<file path="config.mk">
export PLATFORM = sky130hd
export DESIGN_NAME = xcd_card_decode
export DESIGN_NICKNAME = d
export VERILOG_FILES = /design/src/rtl/xcd_pkg.sv /design/src/rtl/xcd_ctl_bits.sv /design/src/rtl/xcd_decode.sv /design/src/rtl/xcd_sram_route.sv /design/src/rtl/xcd_card_decode.sv
export SDC_FILE = /design/constraint.sdc
export NUM_CORES = 1
export LEC_CHECK = 0
export ABC_AREA = 1
export BUFFER_PORTS_ARGS = -buffer_cell sky130_fd_sc_hd__buf_2
export CELL_PAD_IN_SITES_DETAIL_PLACEMENT = 0
export CELL_PAD_IN_SITES_GLOBAL_PLACEMENT = 1
export CORE_UTILIZATION = 18
export DETAILED_ROUTE_END_ITERATION = 8
export PLACE_DENSITY = 0.81
export SETUP_SLACK_MARGIN = 0.05
export SYNTH_ARGS = -nofsm -noshare
export SYNTH_HDL_FRONTEND = slang
export SYNTH_SLANG_ARGS = --single-unit
</file>
<file path="constraint.sdc">
create_clock -name clk -period 2.2 [get_ports clk]
set_input_delay 0.33 -clock clk [delete_from_list [all_inputs] [get_ports clk]]
set_output_delay 0.33 -clock clk [all_outputs]
set_load 0.1 [all_outputs]
</file>
<file path="src/rtl/xcd_pkg.sv">
package xcd_pkg;
  localparam int ADDR_W   = 16;
  localparam int CTL_N    = 8;
  localparam logic [ADDR_W-1:0] CTL_BASE = 16'h1E00;
  localparam int RGN_W    = 3;
  localparam int BANK_W   = 4;
  localparam int OFFS_W   = 12;
  localparam int PAGE_W   = 8;
  localparam int PG_LOW_W = 5;
  localparam int SRAM_AW  = OFFS_W + PG_LOW_W + 2;
  localparam int CHIPS    = 2;
  localparam logic [(1<<RGN_W)-1:0] MEMX_MASK = 8'b1110_0010;
  localparam int REG_RGN  = 2;
  localparam int BIT_REG_EN   = 0;
  localparam int BIT_MAP_EN   = 1;
  localparam int PG_BIG_SEL   = 5;
  localparam int PG_SMALL_SEL = 7;
  localparam int PG_HI_ADDR   = 7;
  localparam int PG_TOP       = 6;
endpackage

</file>
<file path="src/rtl/xcd_ctl_bits.sv">
module xcd_ctl_bits
  import xcd_pkg::*;
#(
  parameter int AW = ADDR_W,
  parameter int NB = CTL_N,
  parameter logic [AW-1:0] BASE = CTL_BASE
) (
  input  logic          clk,
  input  logic          rst_n,
  input  logic          wr,
  input  logic [AW-1:0] addr,
  output logic [NB-1:0] bits
);
  localparam int IDX_W  = $clog2(NB);
  localparam int CMP_LO = IDX_W + 1;

  logic             hit;
  logic [IDX_W-1:0] idx;
  logic             val;
  logic [NB-1:0]    bit_en;
  logic [NB-1:0]    bits_q;
  logic [NB-1:0]    bits_d;

  always_comb begin
    hit = wr && (addr[AW-1:CMP_LO] == BASE[AW-1:CMP_LO]);
    idx = addr[IDX_W:1];
    val = addr[0];
  end

  generate
    for (genvar b = 0; b < NB; b++) begin : g_bit
      always_comb begin
        bit_en[b] = hit && (idx == IDX_W'(b));
        bits_d[b] = bit_en[b] ? val : bits_q[b];
      end

      always_ff @(posedge clk or negedge rst_n) begin
        if (!rst_n) begin
          bits_q[b] <= 1'b0;
        end else if (bit_en[b]) begin
          bits_q[b] <= bits_d[b];
        end
      end
    end
  endgenerate

  assign bits = bits_q;

  // a matching write lands its data bit in the indexed position
  assert_write_lands_R1: assert property (@(posedge clk) disable iff (!rst_n)
    hit |=> (bits[$past(idx)] == $past(val)));

  // with no matching write the whole bit set holds
  assert_hold_R2: assert property (@(posedge clk) disable iff (!rst_n)
    !hit |=> $stable(bits));
endmodule

</file>
<file path="src/rtl/xcd_decode.sv">
module xcd_decode
  import xcd_pkg::*;
#(
  parameter int RW = RGN_W,
  parameter logic [(1<<RW)-1:0] MEMX = MEMX_MASK,
  parameter int REGR = REG_RGN
) (
  input  logic          clk,
  input  logic          rst_n,
  input  logic [RW-1:0] rgn,
  input  logic          mem_en_n,
  input  logic          reg_en,
  input  logic          map_en,
  output logic          memx_sel_n,
  output logic          reg_sel_n,
  output logic          card_sel_n,
  output logic          map_mode_n,
  output logic          map_oe_n
);
  localparam int NRGN = 1 << RW;

  logic [NRGN-1:0] rgn_hit;
  logic            memx_act;
  logic            reg_act;

  generate
    for (genvar r = 0; r < NRGN; r++) begin : g_rgn
      assign rgn_hit[r] = !mem_en_n && (rgn == RW'(r));
    end
  endgenerate

  always_comb begin
    memx_act   = |(rgn_hit & MEMX);
    reg_act    = rgn_hit[REGR] && reg_en;
    memx_sel_n = !memx_act;
    reg_sel_n  = !reg_act;
    card_sel_n = !(memx_act || reg_act);
    map_mode_n = !(memx_act && map_en);
    map_oe_n   = reg_act;
  end

  // no strobe while the memory cycle is idle
  assert_idle_quiet_R6: assert property (@(posedge clk) disable iff (!rst_n)
    mem_en_n |-> (memx_sel_n && reg_sel_n && card_sel_n));

  // the two windows never overlap
  assert_windows_apart_R3: assert property (@(posedge clk) disable iff (!rst_n)
    $onehot0({!memx_sel_n, !reg_sel_n}));

  // register window needs control bit 0
  assert_reg_gate_R4: assert property (@(posedge clk) disable iff (!rst_n)
    !reg_sel_n |-> reg_en);

  // map request only inside the RAM window with bit 1 set
  assert_map_gate_R7: assert property (@(posedge clk) disable iff (!rst_n)
    !map_mode_n |-> (!memx_sel_n && map_en));

  // mapper outputs released during register access
  assert_oe_release_R8: assert property (@(posedge clk) disable iff (!rst_n)
    !reg_sel_n |-> map_oe_n);
endmodule

</file>
<file path="src/rtl/xcd_sram_route.sv">
module xcd_sram_route
  import xcd_pkg::*;
#(
  parameter int AW = ADDR_W,
  parameter int PW = PAGE_W,
  parameter int NC = CHIPS
) (
  input  logic               clk,
  input  logic               rst_n,
  input  logic [AW-1:0]      addr,
  input  logic               memx_sel_n,
  input  logic               map_mode_n,
  input  logic [PW-1:0]      map_pg,
  input  logic               big_chip,
  input  logic               we_n,
  input  logic               dbin,
  output logic [NC-1:0]      cs_n,
  output logic [SRAM_AW-1:0] s_addr,
  output logic               s_we_n,
  output logic               s_oe_n
);
  localparam int SEL_W = $clog2(NC);

  logic [PW-1:0]    eff_pg;
  logic [SEL_W-1:0] chip_idx;
  logic             hi_bit;

  always_comb begin
    eff_pg   = map_mode_n ? PW'(addr[AW-1 -: BANK_W]) : map_pg;
    chip_idx = big_chip ? SEL_W'(eff_pg[PG_BIG_SEL]) : SEL_W'(eff_pg[PG_SMALL_SEL]);
    hi_bit   = big_chip ? eff_pg[PG_HI_ADDR] : 1'b1;
    s_addr   = {eff_pg[PG_TOP], hi_bit, eff_pg[PG_LOW_W-1:0], addr[OFFS_W-1:0]};
    s_we_n   = we_n;
    s_oe_n   = !dbin;
  end

  generate
    for (genvar c = 0; c < NC; c++) begin : g_chip
      assign cs_n[c] = memx_sel_n || (chip_idx != SEL_W'(c));
    end
  endgenerate

  // no chip selected outside the RAM window
  assert_cs_gated_R10: assert property (@(posedge clk) disable iff (!rst_n)
    memx_sel_n |-> (&cs_n));

  // exactly one chip inside the RAM window
  assert_cs_single_R10: assert property (@(posedge clk) disable iff (!rst_n)
    !memx_sel_n |-> ($countones(~cs_n) == 1));

  // small devices see the upper address line tied high
  assert_small_hi_R10: assert property (@(posedge clk) disable iff (!rst_n)
    !big_chip |-> s_addr[OFFS_W + PG_LOW_W]);
endmodule

</file>
<file path="src/rtl/xcd_card_decode.sv">
module xcd_card_decode
  import xcd_pkg::*;
(
  input  logic               clk,
  input  logic               rst_n,
  input  logic [ADDR_W-1:0]  cpu_addr,
  input  logic               mem_en_n,
  input  logic               ctl_wr,
  input  logic               bus_we_n,
  input  logic               bus_dbin,
  input  logic [PAGE_W-1:0]  map_pg,
  input  logic               big_chip,
  output logic               memx_sel_n,
  output logic               reg_sel_n,
  output logic               card_sel_n,
  output logic               buf_en_n,
  output logic               rdb_en_n,
  output logic               map_mode_n,
  output logic               map_oe_n,
  output logic [CHIPS-1:0]   sram_cs_n,
  output logic [SRAM_AW-1:0] sram_addr,
  output logic               sram_we_n,
  output logic               sram_oe_n
);
  logic [CTL_N-1:0] ctl_bits;
  logic             ctl_unused;

  assign ctl_unused = ^ctl_bits[CTL_N-1:2];

  xcd_ctl_bits u_ctl (
    .clk   (clk),
    .rst_n (rst_n),
    .wr    (ctl_wr),
    .addr  (cpu_addr),
    .bits  (ctl_bits)
  );

  xcd_decode u_dec (
    .clk        (clk),
    .rst_n      (rst_n),
    .rgn        (cpu_addr[ADDR_W-1 -: RGN_W]),
    .mem_en_n   (mem_en_n),
    .reg_en     (ctl_bits[BIT_REG_EN]),
    .map_en     (ctl_bits[BIT_MAP_EN]),
    .memx_sel_n (memx_sel_n),
    .reg_sel_n  (reg_sel_n),
    .card_sel_n (card_sel_n),
    .map_mode_n (map_mode_n),
    .map_oe_n   (map_oe_n)
  );

  assign buf_en_n = card_sel_n;
  assign rdb_en_n = card_sel_n;

  xcd_sram_route u_sram (
    .clk        (clk),
    .rst_n      (rst_n),
    .addr       (cpu_addr),
    .memx_sel_n (memx_sel_n),
    .map_mode_n (map_mode_n),
    .map_pg     (map_pg),
    .big_chip   (big_chip),
    .we_n       (bus_we_n),
    .dbin       (bus_dbin),
    .cs_n       (sram_cs_n),
    .s_addr     (sram_addr),
    .s_we_n     (sram_we_n),
    .s_oe_n     (sram_oe_n)
  );

  // card select covers both windows
  assert_card_cover_R5: assert property (@(posedge clk) disable iff (!rst_n)
    (!memx_sel_n || !reg_sel_n) |-> !card_sel_n);

  // offset lines pass straight through
  assert_offset_R11: assert property (@(posedge clk) disable iff (!rst_n)
    !memx_sel_n |-> (sram_addr[OFFS_W-1:0] == cpu_addr[OFFS_W-1:0]));
endmodule

</file>
==> results.yml <==
setup_path:
  rr_startpoint: "u_ctl.bits[1]"
  worst_r2r_endpoint: "u_ctl.bits[1]"
  arrival_ns: 1.59
  worstSetupStartpointType: "register"
  crit_type: "reg2out"
  cp-end-kind: "output pin"
  crit_fanout: 7
  reg2reg_slack_ns: 1.37
  critPathRequiredTime_ns: 1.87
  worstSetupStartpoint: "u_ctl.bits[1]"
  crit_path_end: "sram_addr[15]"
  reg2reg_depth: 4
timing:
  fin_worst_skew_ns: 0
  hold_viol_final: 0
  min_period_ns: 1.92
  tightest_slew_ns: 0.494
  period_share_pct: 87.3
  final.setup.tns_ns: 0
  maxSlewViolCount: 0
  fmax_mhz: 521
  worst_slack_ns: 0.279
  setup_viol: 0
  slew_headroom_pct: 67.3
  rsz0062_at_grt: "no"
placed_design:
  dp.cells: 151
  place_congestion: 0.621
  port_buffers: 58
  placed_area_um2: 728
  dpl.hpwl_um: 1200
  dp_slack_ns: 0.352
logic_synthesis:
  synth_fa_ha_area_share_pct: 0
  synth_xor_area_share_pct: 0
  synth_seq_cells: 2
  netlist_area_um2: 455
  avgSynthCellArea_um2: 5.62
  synthDistinctLibCells: 16
  synth_mux_area_share_pct: 0
  synth_area_leader_cell: "buf_4"
  synth-compound-area-share_pct: 7.14
  synth_top_family_by_area: "simple AND/OR/NAND/NOR gates"
  postSynthCellCount: 81
  synth_fp_nets: 112
  synth_top_area_share_pct: 26.4
  seq_area_frac_synth_pct: 11.0
  yosysWarnings: 0
  synth_area_leaders: "buf_4 (26%), nand2_1 (16%), inv_1 (12%)"
  yosys.area_share.simple_pct: 41.5
outcome:
  outcome: "completed"
clock_tree:
  clk_pin_slew_worst_paths_ns: 0.03
  cts_root_buffer: "clkbuf_4"
  post_cts.repair.setup_buffers: 0
  cts_tree: "yes"
  clk_latency_ns: 0.22
  numCtsBuffers: 3
  htree_levels: 1
  cts_max_path_buffers: 2
  clock-sinks: 2
pwr:
  combPwrFrac_pct: 74.9
  p_leak_nw: 0.459
  power.share.sequential_pct: 7.8
  ir_drop_mv: 0.213
  p_sw_uw: 320
  sw_frac_of_total_pct: 67.2
  p_int_uw: 156
  p_clk_share_pct: 17.3
  p_per_area_nw_per_um2: 626
floorplanning:
  dieArea_um2: 2740
  start_util_pct: 19.8
  die_y_um: 52.3
  rows: 17
  ioPinCount: 61
  dieWidth_um: 52.3
  core_um2: 2300
grt:
  grt_overflow: 0
  grt_max_degree: 8
  antenna_found_initial: 0
  grt_first_pass_wirelength_um: 2140
  gr-usage-all-layers_pct: 10.5
  grt_pass1_vias: 579
detailed_routing:
  ant_nets: 0
  dr.pass1.iters: 2
  dr_total_vias: 614
  drcViolationCount: 0
  drt_wl_total_um: 1300
  drt_iter0_drc: 5
  viasPerCell: 3.96
  wl_per_cell_um: 8.39
layout:
  layout_commonest_cell: "buf_2"
  largest_reg_flops: 2
  area_growth_syn_to_layout_pct: 67.0
  final_cells: 155
  nFillCells: 261
  antennaDiodeCount: 0
  layout_common_cells: "buf_2 (58), nand2_1 (16), inv_1 (14)"
  nets: 160
  drive_gt1_share_pct: 61.4
  fin_area_um2: 761
worst_hold_path:
  hold_path.class: "in2async"
run:
  drv_cap: 0
## kinds of logic after synthesis
family                 count (synthesis)
buffers and inverters                 33
AO/OA/AOI/OAI                          5
AND/OR/NAND/NOR                       41
flip-flops                             2
## critical path, stage by stage (launching register included)
cell and delay [ns]:
dfrtp_1 0.43, inv_1 0.12, nor2_4 0.21, nand2_1 0.12, nand2_4 0.07, buf_2 0.41
## per-stage QoR
stage                     hold slack (ns)  total power [mW]  util, %
after floorplan                    0.0344             0.361        -
after global placement              0.115             0.394     31.7
after detailed placement            0.115             0.395     31.7
after CTS                           0.429             0.483     33.1
after global routing                0.450             0.498     33.1
final                               0.430             0.476     33.1
## cell usage after synthesis
cell,n
nand2_4,1
nor2_2,1
nor2_4,1
nand3_1,4
inv_2,2
dfrtp_1,2
o21ai_2,2
buf_4,16
o21ai_0,3
nand2_2,1
nand4_1,2
nand2_1,19
inv_1,15
nor3_1,1
nor3b_1,1
nor2_1,10
## power groups by stage
| stage | Combinational (mW) | Sequential, mW | Clock (mW) |
|---|---|---|---|
| floorplan | 0.323 | 0.0375 | 0 |
| global placement | 0.357 | 0.0375 | 0 |
| detailed placement | 0.357 | 0.0375 | 0 |
| CTS | 0.359 | 0.0371 | 0.0870 |
| global route | 0.372 | 0.0371 | 0.0889 |
| finish | 0.357 | 0.0371 | 0.0822 |
## what timing repair did
| action | in CTS | in global routing |
|---|---|---|
| hold endpoints to repair | 2 | 0 |
| gates resized for setup | 0 | 0 |
| hold buffers | 1 | 0 |
## cell type report
class / count / area, um^2 / share of cell area, %
Tap cell: 28 / 35.0 / 4.61
Inverter: 17 / 67.6 / 8.88
Sequential cell: 2 / 50.0 / 6.58
Clock buffer: 3 / 22.5 / 2.96
Multi-Input combinational cell: 46 / 285 / 37.5
Timing Repair Buffer: 59 / 300 / 39.5
## layer usage
metal | global-route usage, % | routed length [um] | part of all wire, %
met1 | 9.40 | 501 | 39
met2 | 20.9 | 674 | 52
met3 | 2.03 | 125 | 9.6
met4 | 6.58 | 0 | 0
met5 | 0 | 0 | 0
## worst min-delay path by stage
stage | slack [ns] | from | to
after floorplan | 0.03 | rst_n | u_ctl.bits[0]
after global placement | 0.12 | rst_n | u_ctl.bits[1]
after detailed placement | 0.12 | rst_n | u_ctl.bits[0]
after CTS | 0.43 | rst_n | u_ctl.bits[0]
after global routing | 0.45 | rst_n | u_ctl.bits[0]
final | 0.43 | rst_n | u_ctl.bits[0]
Note: power is estimated with default switching activity, not from simulation.
